**src/rtl/prog_exc_pkg.sv**
```systemverilog
package prog_exc_pkg;
   localparam int ST_W = 32;

   typedef enum logic [1:0] {
      CAUSE_NONE = 2'd0,
      CAUSE_ILL  = 2'd1,
      CAUSE_PRIV = 2'd2,
      CAUSE_TRAP = 2'd3
   } cause_e;

   localparam int ST_SPV = 25;
   localparam int ST_WE  = 18;
   localparam int ST_CE  = 17;
   localparam int ST_EE  = 15;
   localparam int ST_PR  = 14;
   localparam int ST_FP  = 13;
   localparam int ST_ME  = 12;
   localparam int ST_FE0 = 11;
   localparam int ST_DE  = 9;
   localparam int ST_FE1 = 8;
   localparam int ST_IS  = 5;
   localparam int ST_DS  = 4;
   localparam int ST_PMM = 2;

   localparam int SY_ILL  = 27;
   localparam int SY_PRIV = 26;
   localparam int SY_TRAP = 25;
   localparam int SY_VLE  = 5;

   function automatic logic [ST_W-1:0] entry_clear_mask();
      logic [ST_W-1:0] m;
      m = '0;
      m[ST_SPV] = 1'b1; m[ST_WE]  = 1'b1; m[ST_EE]  = 1'b1;
      m[ST_PR]  = 1'b1; m[ST_FP]  = 1'b1; m[ST_FE0] = 1'b1;
      m[ST_FE1] = 1'b1; m[ST_IS]  = 1'b1; m[ST_DS]  = 1'b1;
      m[ST_PMM] = 1'b1;
      return m;
   endfunction
endpackage

```
**src/rtl/prog_exc_classify.sv**
```systemverilog
module prog_exc_classify
   import prog_exc_pkg::*;
(
   input  logic   clk,
   input  logic   rst_n,
   input  logic   user_i,
   input  logic   unimpl_i,
   input  logic   ill_class_i,
   input  logic   priv_insn_i,
   input  logic   spr_move_i,
   input  logic   spr_undef_i,
   input  logic   spr_priv_i,
   input  logic   trap_insn_i,
   input  logic   trap_cond_i,
   input  logic   trap_dbg_i,
   output cause_e cause_o
);
   logic is_ill, is_priv, is_trap;

   assign is_ill  = unimpl_i | ill_class_i | (spr_move_i & spr_undef_i);
   assign is_priv = user_i & (priv_insn_i | (spr_move_i & spr_priv_i));
   assign is_trap = trap_insn_i & trap_cond_i & ~trap_dbg_i;

   always_comb begin
      if (is_ill)       cause_o = CAUSE_ILL;
      else if (is_priv) cause_o = CAUSE_PRIV;
      else if (is_trap) cause_o = CAUSE_TRAP;
      else              cause_o = CAUSE_NONE;
   end

   // privileged cause only reported in user mode
   p_priv_user_r3: assert property (@(posedge clk) disable iff (!rst_n)
      (cause_o == CAUSE_PRIV) |-> user_i);
   // an undefined register number always wins over privilege
   p_undef_wins_r5: assert property (@(posedge clk) disable iff (!rst_n)
      (spr_move_i && spr_undef_i) |-> (cause_o == CAUSE_ILL));
   // debug-handled trap never reported as program trap
   p_trap_dbg_r4: assert property (@(posedge clk) disable iff (!rst_n)
      trap_dbg_i |-> (cause_o != CAUSE_TRAP));
endmodule

```
**src/rtl/prog_exc_regs.sv**
```systemverilog
module prog_exc_regs
   import prog_exc_pkg::*;
#(
   parameter int              XLEN        = 32,
   parameter int              VEC_LO_W    = 8,
   parameter logic [7:0]      VEC_OFFSET  = 8'h60,
   parameter bit              HAS_VLE     = 1'b1,
   parameter logic [ST_W-1:0] RESET_STATE = '0
) (
   input  logic            clk,
   input  logic            rst_n,
   input  logic            take_i,
   input  cause_e          cause_i,
   input  logic [XLEN-1:0] addr_i,
   input  logic            vle_i,
   input  logic [XLEN-1:0] prefix_i,
   input  logic            st_wr_i,
   input  logic [ST_W-1:0] st_wdata_i,
   output logic [XLEN-1:0] save0_o,
   output logic [ST_W-1:0] save1_o,
   output logic [ST_W-1:0] state_o,
   output logic [ST_W-1:0] syndrome_o,
   output logic [XLEN-1:0] vec_pc_o
);
   localparam logic [ST_W-1:0] CLR_MASK = entry_clear_mask();

   logic            vle_flag;
   logic [ST_W-1:0] syn_next;

   generate
      if (HAS_VLE) begin : g_vle
         assign vle_flag = vle_i;
      end else begin : g_no_vle
         assign vle_flag = 1'b0;
      end
   endgenerate

   always_comb begin
      syn_next = '0;
      unique case (cause_i)
         CAUSE_ILL:  syn_next[SY_ILL]  = 1'b1;
         CAUSE_PRIV: syn_next[SY_PRIV] = 1'b1;
         CAUSE_TRAP: syn_next[SY_TRAP] = 1'b1;
         default:    syn_next = '0;
      endcase
      syn_next[SY_VLE] = vle_flag;
   end

   assign vec_pc_o = {prefix_i[XLEN-1:VEC_LO_W], VEC_OFFSET[VEC_LO_W-1:0]};

   always_ff @(posedge clk) begin
      if (!rst_n) begin
         save0_o    <= '0;
         save1_o    <= '0;
         state_o    <= RESET_STATE;
         syndrome_o <= '0;
      end else if (take_i) begin
         save0_o    <= addr_i;
         save1_o    <= state_o;
         state_o    <= state_o & ~CLR_MASK;
         syndrome_o <= syn_next;
      end else if (st_wr_i) begin
         state_o    <= st_wdata_i;
      end
   end

   // save registers capture address and prior state word
   p_save0_r6: assert property (@(posedge clk) disable iff (!rst_n)
      take_i |=> (save0_o == $past(addr_i)));
   p_save1_r6: assert property (@(posedge clk) disable iff (!rst_n)
      take_i |=> (save1_o == $past(state_o)));
   // user bit dropped, critical/machine-check/debug enables kept
   p_state_r7: assert property (@(posedge clk) disable iff (!rst_n)
      take_i |=> (!state_o[ST_PR] && state_o[ST_CE] == $past(state_o[ST_CE])
                  && state_o[ST_ME] == $past(state_o[ST_ME])
                  && state_o[ST_DE] == $past(state_o[ST_DE])));
   // at most one cause flag in the syndrome
   p_one_flag_r8: assert property (@(posedge clk) disable iff (!rst_n)
      $onehot0(syndrome_o[SY_ILL:SY_TRAP]));
   // handler address low byte is the fixed offset
   p_vec_r9: assert property (@(posedge clk) disable iff (!rst_n)
      vec_pc_o[VEC_LO_W-1:0] == VEC_OFFSET[VEC_LO_W-1:0]);
   // no entry leaves save and syndrome registers alone
   p_idle_r1: assert property (@(posedge clk) disable iff (!rst_n)
      !take_i |=> ($stable(save0_o) && $stable(save1_o) && $stable(syndrome_o)));
endmodule

```
**src/rtl/prog_exc_entry.sv**
```systemverilog
module prog_exc_entry
   import prog_exc_pkg::*;
#(
   parameter int              XLEN        = 32,
   parameter int              VEC_LO_W    = 8,
   parameter logic [7:0]      VEC_OFFSET  = 8'h60,
   parameter bit              HAS_VLE     = 1'b1,
   parameter logic [ST_W-1:0] RESET_STATE = '0
) (
   input  logic            clk,
   input  logic            rst_n,
   input  logic            commit_valid_i,
   input  logic            higher_exc_i,
   input  logic [XLEN-1:0] insn_addr_i,
   input  logic            insn_vle_i,
   input  logic            unimpl_i,
   input  logic            ill_class_i,
   input  logic            priv_insn_i,
   input  logic            spr_move_i,
   input  logic            spr_undef_i,
   input  logic            spr_priv_i,
   input  logic            trap_insn_i,
   input  logic            trap_cond_i,
   input  logic            trap_dbg_i,
   input  logic            wb_req_i,
   input  logic            state_wr_i,
   input  logic [ST_W-1:0] state_wdata_i,
   input  logic [XLEN-1:0] prefix_i,
   output logic            redirect_o,
   output logic [XLEN-1:0] redirect_pc_o,
   output logic [1:0]      cause_o,
   output logic            wb_en_o,
   output logic [XLEN-1:0] save0_o,
   output logic [ST_W-1:0] save1_o,
   output logic [ST_W-1:0] state_o,
   output logic [ST_W-1:0] syndrome_o
);
   generate
      if (VEC_LO_W < 1 || VEC_LO_W > 8) begin : g_bad_lo
         $error("VEC_LO_W must lie in 1..8");
      end
      if (XLEN <= VEC_LO_W) begin : g_bad_xlen
         $error("XLEN must exceed VEC_LO_W");
      end
   endgenerate

   cause_e raw_cause;
   logic   eligible;
   logic   take;

   prog_exc_classify u_classify (
      .clk         (clk),
      .rst_n       (rst_n),
      .user_i      (state_o[ST_PR]),
      .unimpl_i    (unimpl_i),
      .ill_class_i (ill_class_i),
      .priv_insn_i (priv_insn_i),
      .spr_move_i  (spr_move_i),
      .spr_undef_i (spr_undef_i),
      .spr_priv_i  (spr_priv_i),
      .trap_insn_i (trap_insn_i),
      .trap_cond_i (trap_cond_i),
      .trap_dbg_i  (trap_dbg_i),
      .cause_o     (raw_cause)
   );

   assign eligible   = commit_valid_i & ~higher_exc_i;
   assign take       = eligible & (raw_cause != CAUSE_NONE);
   assign redirect_o = take;
   assign cause_o    = take ? raw_cause : CAUSE_NONE;
   assign wb_en_o    = commit_valid_i & wb_req_i & ~take;

   prog_exc_regs #(
      .XLEN        (XLEN),
      .VEC_LO_W    (VEC_LO_W),
      .VEC_OFFSET  (VEC_OFFSET),
      .HAS_VLE     (HAS_VLE),
      .RESET_STATE (RESET_STATE)
   ) u_regs (
      .clk        (clk),
      .rst_n      (rst_n),
      .take_i     (take),
      .cause_i    (cause_e'(cause_o)),
      .addr_i     (insn_addr_i),
      .vle_i      (insn_vle_i),
      .prefix_i   (prefix_i),
      .st_wr_i    (state_wr_i),
      .st_wdata_i (state_wdata_i),
      .save0_o    (save0_o),
      .save1_o    (save1_o),
      .state_o    (state_o),
      .syndrome_o (syndrome_o),
      .vec_pc_o   (redirect_pc_o)
   );

   // a faulting instruction never writes back
   p_no_wb_r10: assert property (@(posedge clk) disable iff (!rst_n)
      redirect_o |-> !wb_en_o);
   // pending higher exception or idle commit blocks entry
   p_blocked_r1: assert property (@(posedge clk) disable iff (!rst_n)
      (higher_exc_i || !commit_valid_i) |-> (!redirect_o && cause_o == 2'd0));
endmodule

```
**config.mk**
```make
export PLATFORM = sky130hd
export DESIGN_NAME = prog_exc_entry
export DESIGN_NICKNAME = d
export VERILOG_FILES = /design/src/rtl/prog_exc_pkg.sv /design/src/rtl/prog_exc_classify.sv /design/src/rtl/prog_exc_regs.sv /design/src/rtl/prog_exc_entry.sv
export SDC_FILE = /design/constraint.sdc
export NUM_CORES = 1
export LEC_CHECK = 0
export ABC_AREA = 1
export BUFFER_PORTS_ARGS = -buffer_cell sky130_fd_sc_hd__buf_4
export CAP_MARGIN = 25
export CORE_AREA = 2 2 106 108
export CTS_CLUSTER_SIZE = 40
export DETAILED_ROUTE_END_ITERATION = 8
export DIE_AREA = 0 0 108 110
export HOLD_SLACK_MARGIN = 0.02
export PLACE_DENSITY = 0.79
export SLEW_MARGIN = 25
export SYNTH_ARGS = -nofsm -noshare
export SYNTH_HDL_FRONTEND = slang
export SYNTH_SLANG_ARGS = --single-unit
```
**constraint.sdc**
```tcl
create_clock -name clk -period 1.4 [get_ports clk]
set_input_delay 0.28 -clock clk [delete_from_list [all_inputs] [get_ports clk]]
set_output_delay 0.28 -clock clk [all_outputs]
set_load 0.02 [all_outputs]
```
-- Word-level counts from Yosys, hierarchy flattened
Cells that the tools add are included.
- register bits after elaboration: 100
- output and inout port bits: 164
- mux-type cells: 7
- eq/ne operators: 3
- bitwise gates (word level): 16
- reduce and logical (&&, ||, !) cells: 3
- operator list (kind ; number):
    bitwise AND 1 bit ; 9
    2-to-1 mux 2 bit ; 4
    equality test 2 bit (second input constant) ; 2
    NOT 1 bit ; 4
    2-to-1 mux 1 bit ; 3
    OR 1 bit ; 3
    equality test 2 x 1 -> 1 bit (second input constant) ; 1
    AND reduction 2 bit ; 1
    nonzero test 2 bit ; 1
    OR reduction 2 bit ; 1

-- Logic depth before layout (Yosys ltp)
- word-level depth: 10
- depth in mapped cells: 10
- mapped depth without buffers: 8

-- Cells and area by module
From an unflattened synthesis, not the netlist that was laid out.
- cells, all modules: 572
- area total of the unflattened synthesis: 4260.3 um2
- by module, submodules not included (module ; cells each ; times used ; area an instance (um2)):
    prog_exc_regs ; 548 ; 1 ; 4135.2
    prog_exc_classify ; 14 ; 1 ; 77.6
    prog_exc_entry ; 10 ; 1 ; 47.5

-- Worst setup path before layout
Ideal clock, no wire load.
- kind: input -> output
- start point: input ill_class_i
- end point: output wb_en_o
- path slack: -93 ps
- data required time: 1120 ps
- arrival: 1213 ps
- cell stages on the path: 8
- buffers on the path: 1
- path through: nor2_2 -> nand2_2 -> inv_2 -> nand3_2 -> nand2_4 -> inv_2 -> buf_2 -> nor2_1
- word-level cells in the longest chain between the ends: 7
- ends and longest elaborated chain (what ; RTL line ; source):
    from (decl) ; prog_exc_entry.sv:17 ; input logic ill_class_i,
    OR 1 bit (2 in a row) ; prog_exc_classify.sv:20 ; assign is_ill = unimpl_i | ill_class_i | (spr_move_i & spr_undef_i);
    2-to-1 mux 2 bit ; prog_exc_classify.sv:25 ; if (is_ill) cause_o = CAUSE_ILL;
    nonzero test 2 bit ; prog_exc_entry.sv:68 ; assign take = eligible & (raw_cause != CAUSE_NONE);
    bitwise AND 1 bit ; prog_exc_entry.sv:68 ;
    via redirect_o ; prog_exc_entry.sv:29 ; output logic redirect_o,
    NOT 1 bit (no line) ; -- ;
    bitwise AND 1 bit ; prog_exc_entry.sv:71 ; assign wb_en_o = commit_valid_i & wb_req_i & ~take;
    to (decl) ; prog_exc_entry.sv:32 ; output logic wb_en_o,
The timed path passes the listed nets, and every way through them passes these cells.

-- Final worst setup path
- start point: register u_regs.state_o[14]
- end point: output cause_o[0]
- word-level cells in the longest chain between the ends: 6
- ends and longest elaborated chain (what ; RTL line ; source):
    from (decl) ; prog_exc_regs.sv:21 ; output logic [ST_W-1:0] state_o,
    from (signal assigned) ; prog_exc_regs.sv:60 ; state_o <= state_o & ~CLR_MASK;
    from (signal assigned) ; prog_exc_regs.sv:63 ; state_o <= st_wdata_i;
    bitwise AND 1 bit (*) ; prog_exc_classify.sv:21 ; assign is_priv = user_i & (priv_insn_i | (spr_move_i & spr_priv_i));
    2-to-1 mux 2 bit (*) ; prog_exc_classify.sv:26 ; else if (is_priv) cause_o = CAUSE_PRIV;
    2-to-1 mux 2 bit (*) ; prog_exc_classify.sv:25 ;
    nonzero test 2 bit ; prog_exc_entry.sv:68 ;
    bitwise AND 1 bit ; prog_exc_entry.sv:68 ;
    2-to-1 mux 2 bit (*) ; prog_exc_entry.sv:70 ; assign cause_o = take ? raw_cause : CAUSE_NONE;
    to (decl) ; prog_exc_entry.sv:31 ; output logic [1:0] cause_o,
Every way passes the cells marked *; elsewhere a longest branch is shown, timed or not.

==> out/results.txt <==
yosys warns - 0
Slew Limit Fails - 0
fin crit share - 1.09
antenna violations before repair - 0
die height - 110 microns
Reg-to-Reg Start - u_regs.state_o[14]
Worst Setup End Kind - output port
R2R depth - 8
Clock Latency Late Sink - 0.35 ns
pin count of the biggest net entering global routing - 42
H-tree levels - 3
worst flop-to-flop path endpoint - u_regs.save1_o[8]
Avg WL per Cell - 13.0 microns
Power per Cell Area - 1130 nW/um^2
first-pass iteration count of the detailed router - 7
unrepaired setup endpoints after global routing - true
Finish-stage setup viols - 5
vias per std cell - 4.53
vias in the first global route - 3399
critical path's top delay family - flip-flops
total wire length - 11400 microns
first-pass GRT wire length - 16700 microns
gpl congestion - 0.704
row cnt - 38
Slowest cell on crit path - dfxtp_2
sequential share of the synthesized area - 0.466
CTS Buf Count - 9
layout cells sized above 1 - 0.341
Peak Freq - 653 MHz
Final HPWL DP - 7810 microns
crit path kind - reg -> out
VDD IR-drop max - 0.584 mV
ant diodes - 0
failing checks - negative setup slack
CTS clock-pin slew for the worst setup and hold paths - 0.10 ns
most numerous cell on the critical path - nor2_1
Die Area - 11900 sq um
Fin Setup TNS - -0.296 ns
total track usage - 0.177
CTS tree - built
DR vias - 3955
die width - 108 microns
Place WS - -0.143 ns
fin util - 0.553
CP Max Fanout - 3
remaining antenna violation count after routing - 0
Critical Path Sink - cause_o[0]
gr ovfl total - 0
area delta synth->final - 37.6%
drt initial violations - 204
r2r setup slk - -0.02 ns
PortBufs - 183
CP max stage delay - 0.36 ns
clk root buf - clkbuf_8
Core Area - 10700 sq um
arrival time of the worst setup path - 1.25 ns
crit path from - u_regs.state_o[14]
LEAKAGE - 2.91 nW
final worst slack - -0.132 ns
Yosys reg bits - 100
final-report hold violation count - 0
CTS Hold Buffers Added - 0
Worst EP required - 1.12 ns
Cell variety after synth - 23
status - finished with violations
Final Skew - 0.0107 ns
DRC errors left - 0
Post-Syn Area - 4290 sq um
CTS sink cnt - 100
num ports - 276
Bufs on Longest Clock Path - 2
CP Buf/Inv Count - 2
Cells after Synth - 568
Layout Nets - 840
Min Clock Period, post-route - 1.53 ns
Avg Inst Size Synth - 7.56 sq um
WP depth - 6
max-cap violation count - 0
HP Class - in -> reg
Initial Utilization - 0.401
Cell Chain, Critical Path - nand2_4, inv_2, nor2_4, nor2_1, nor2_1, buf_4
Worst Setup Start Kind - register
[synth_stat cells]
master    instances  share of area
a21oi_1          35          0.041
clkinv_1          1        0.00087
nand2_2           2         0.0029
inv_1            27          0.024
nand2_1          53          0.046
o21ai_1           5         0.0058
buf_6            10          0.026
nand3_1          22          0.026
nand3b_1          1         0.0017
buf_8             1         0.0035
nand3_2           1         0.0023
a21boi_0          1         0.0017
nor2_2           12          0.017
nand2_4           1         0.0026
buf_2             6         0.0070
inv_2             2         0.0017
nor2_1          147           0.13
conb_1            2         0.0017
o21ai_0          60          0.070
clkbuf_1         13          0.011
buf_4            62           0.11
dfxtp_1         100           0.47
buf_1             4         0.0035
[report_power, final]
group	switching, mW	internal, mW	leakage [nW]
Combinational	0.816	0.648	1.98
Clock	0.977	1.06	0.114
Sequential	0.121	3.04	0.824
[metrics by stage]
stage,instance area (sq um),power [mW],instances,hold WS (ns)
floorplan,4420,4.19,602,0.420
global placement,5520,4.61,849,0.450
detailed placement,5520,4.63,849,0.451
CTS,5830,6.70,870,0.154
global route,5910,7.01,873,0.160
finish,5910,6.66,873,0.152
[state kept, by name, summed over array words and instances, names as in the netlist]
signal / cells
u_regs.save1_o: 32
u_regs.save0_o: 32
u_regs.syndrome_o: 4
u_regs.state_o: 32
[routing by layer]
metal  global-route usage  wire length (microns)
met1                0.209                   4680
met2                0.310                   5580
met3               0.0617                   1010
met4               0.0430                     85
met5                    0                      0
[cells in the final DEF, fill, tap and decap left out]
cell / n
a21oi_1: 35
inv_6: 2
bufinv_16: 2
inv_1: 26
o21ai_0: 53
clkbuf_16: 2
dfxtp_1: 99
nor2_2: 14
nand2_1: 52
clkbuf_8: 10
nand3_2: 1
o21ai_1: 12
inv_2: 2
clkinv_2: 1
nand3_1: 22
dfxtp_2: 1
nor2_1: 144
buf_4: 198
clkbuf_1: 1
buf_16: 1
clkinv_4: 1
nand3b_1: 1
a21boi_1: 1
buf_8: 2
buf_6: 1
nor2_4: 1
buf_12: 7
nand2_2: 1
clkinv_1: 1
nand2_4: 3
conb_1: 36
[repair_timing]
action	in CTS	in global routing
pin swaps	1	2
buffers inserted	4	1
gates resized for setup	11	12
setup endpoints to repair	7	68
gates cloned	1	2
[worst min-delay path, cell delays in order]
cell and delay [ns]:
buf_4 0.07, o21ai_1 0.05, nor2_1 0.06
[how the worst min path moves through the flow]
stage | from | end | slack [ns] | cells after the start
CTS | insn_addr_i[5] | u_regs.save0_o[5] | 0.15 | 3
global placement | u_regs.syndrome_o[27] | u_regs.syndrome_o[27] | 0.45 | 2
finish | insn_addr_i[5] | u_regs.save0_o[5] | 0.15 | 3
floorplan | state_wdata_i[2] | u_regs.state_o[2] | 0.42 | 2
detailed placement | u_regs.syndrome_o[27] | u_regs.syndrome_o[27] | 0.45 | 2
global route | state_wdata_i[4] | u_regs.state_o[4] | 0.16 | 3
[layout make-up]
cell class,count,area (sq um)
fill,1032,4790
sequential,100,2000
timing repair buffer,211,1750
multi-input combinational,376,1650
tap,140,175
clock buffer,11,141
inverter,30,118
clock inverter,5,82.6
[logic make-up after synthesis]
kind of cell | share of synthesized area
buffers and inverters | 0.186
DFF | 0.466
other | 0.00175
AOI/OAI and AO/OA | 0.118
and+or+nand+nor | 0.228
No activity file was read; power rests on OpenSTA's default activity.
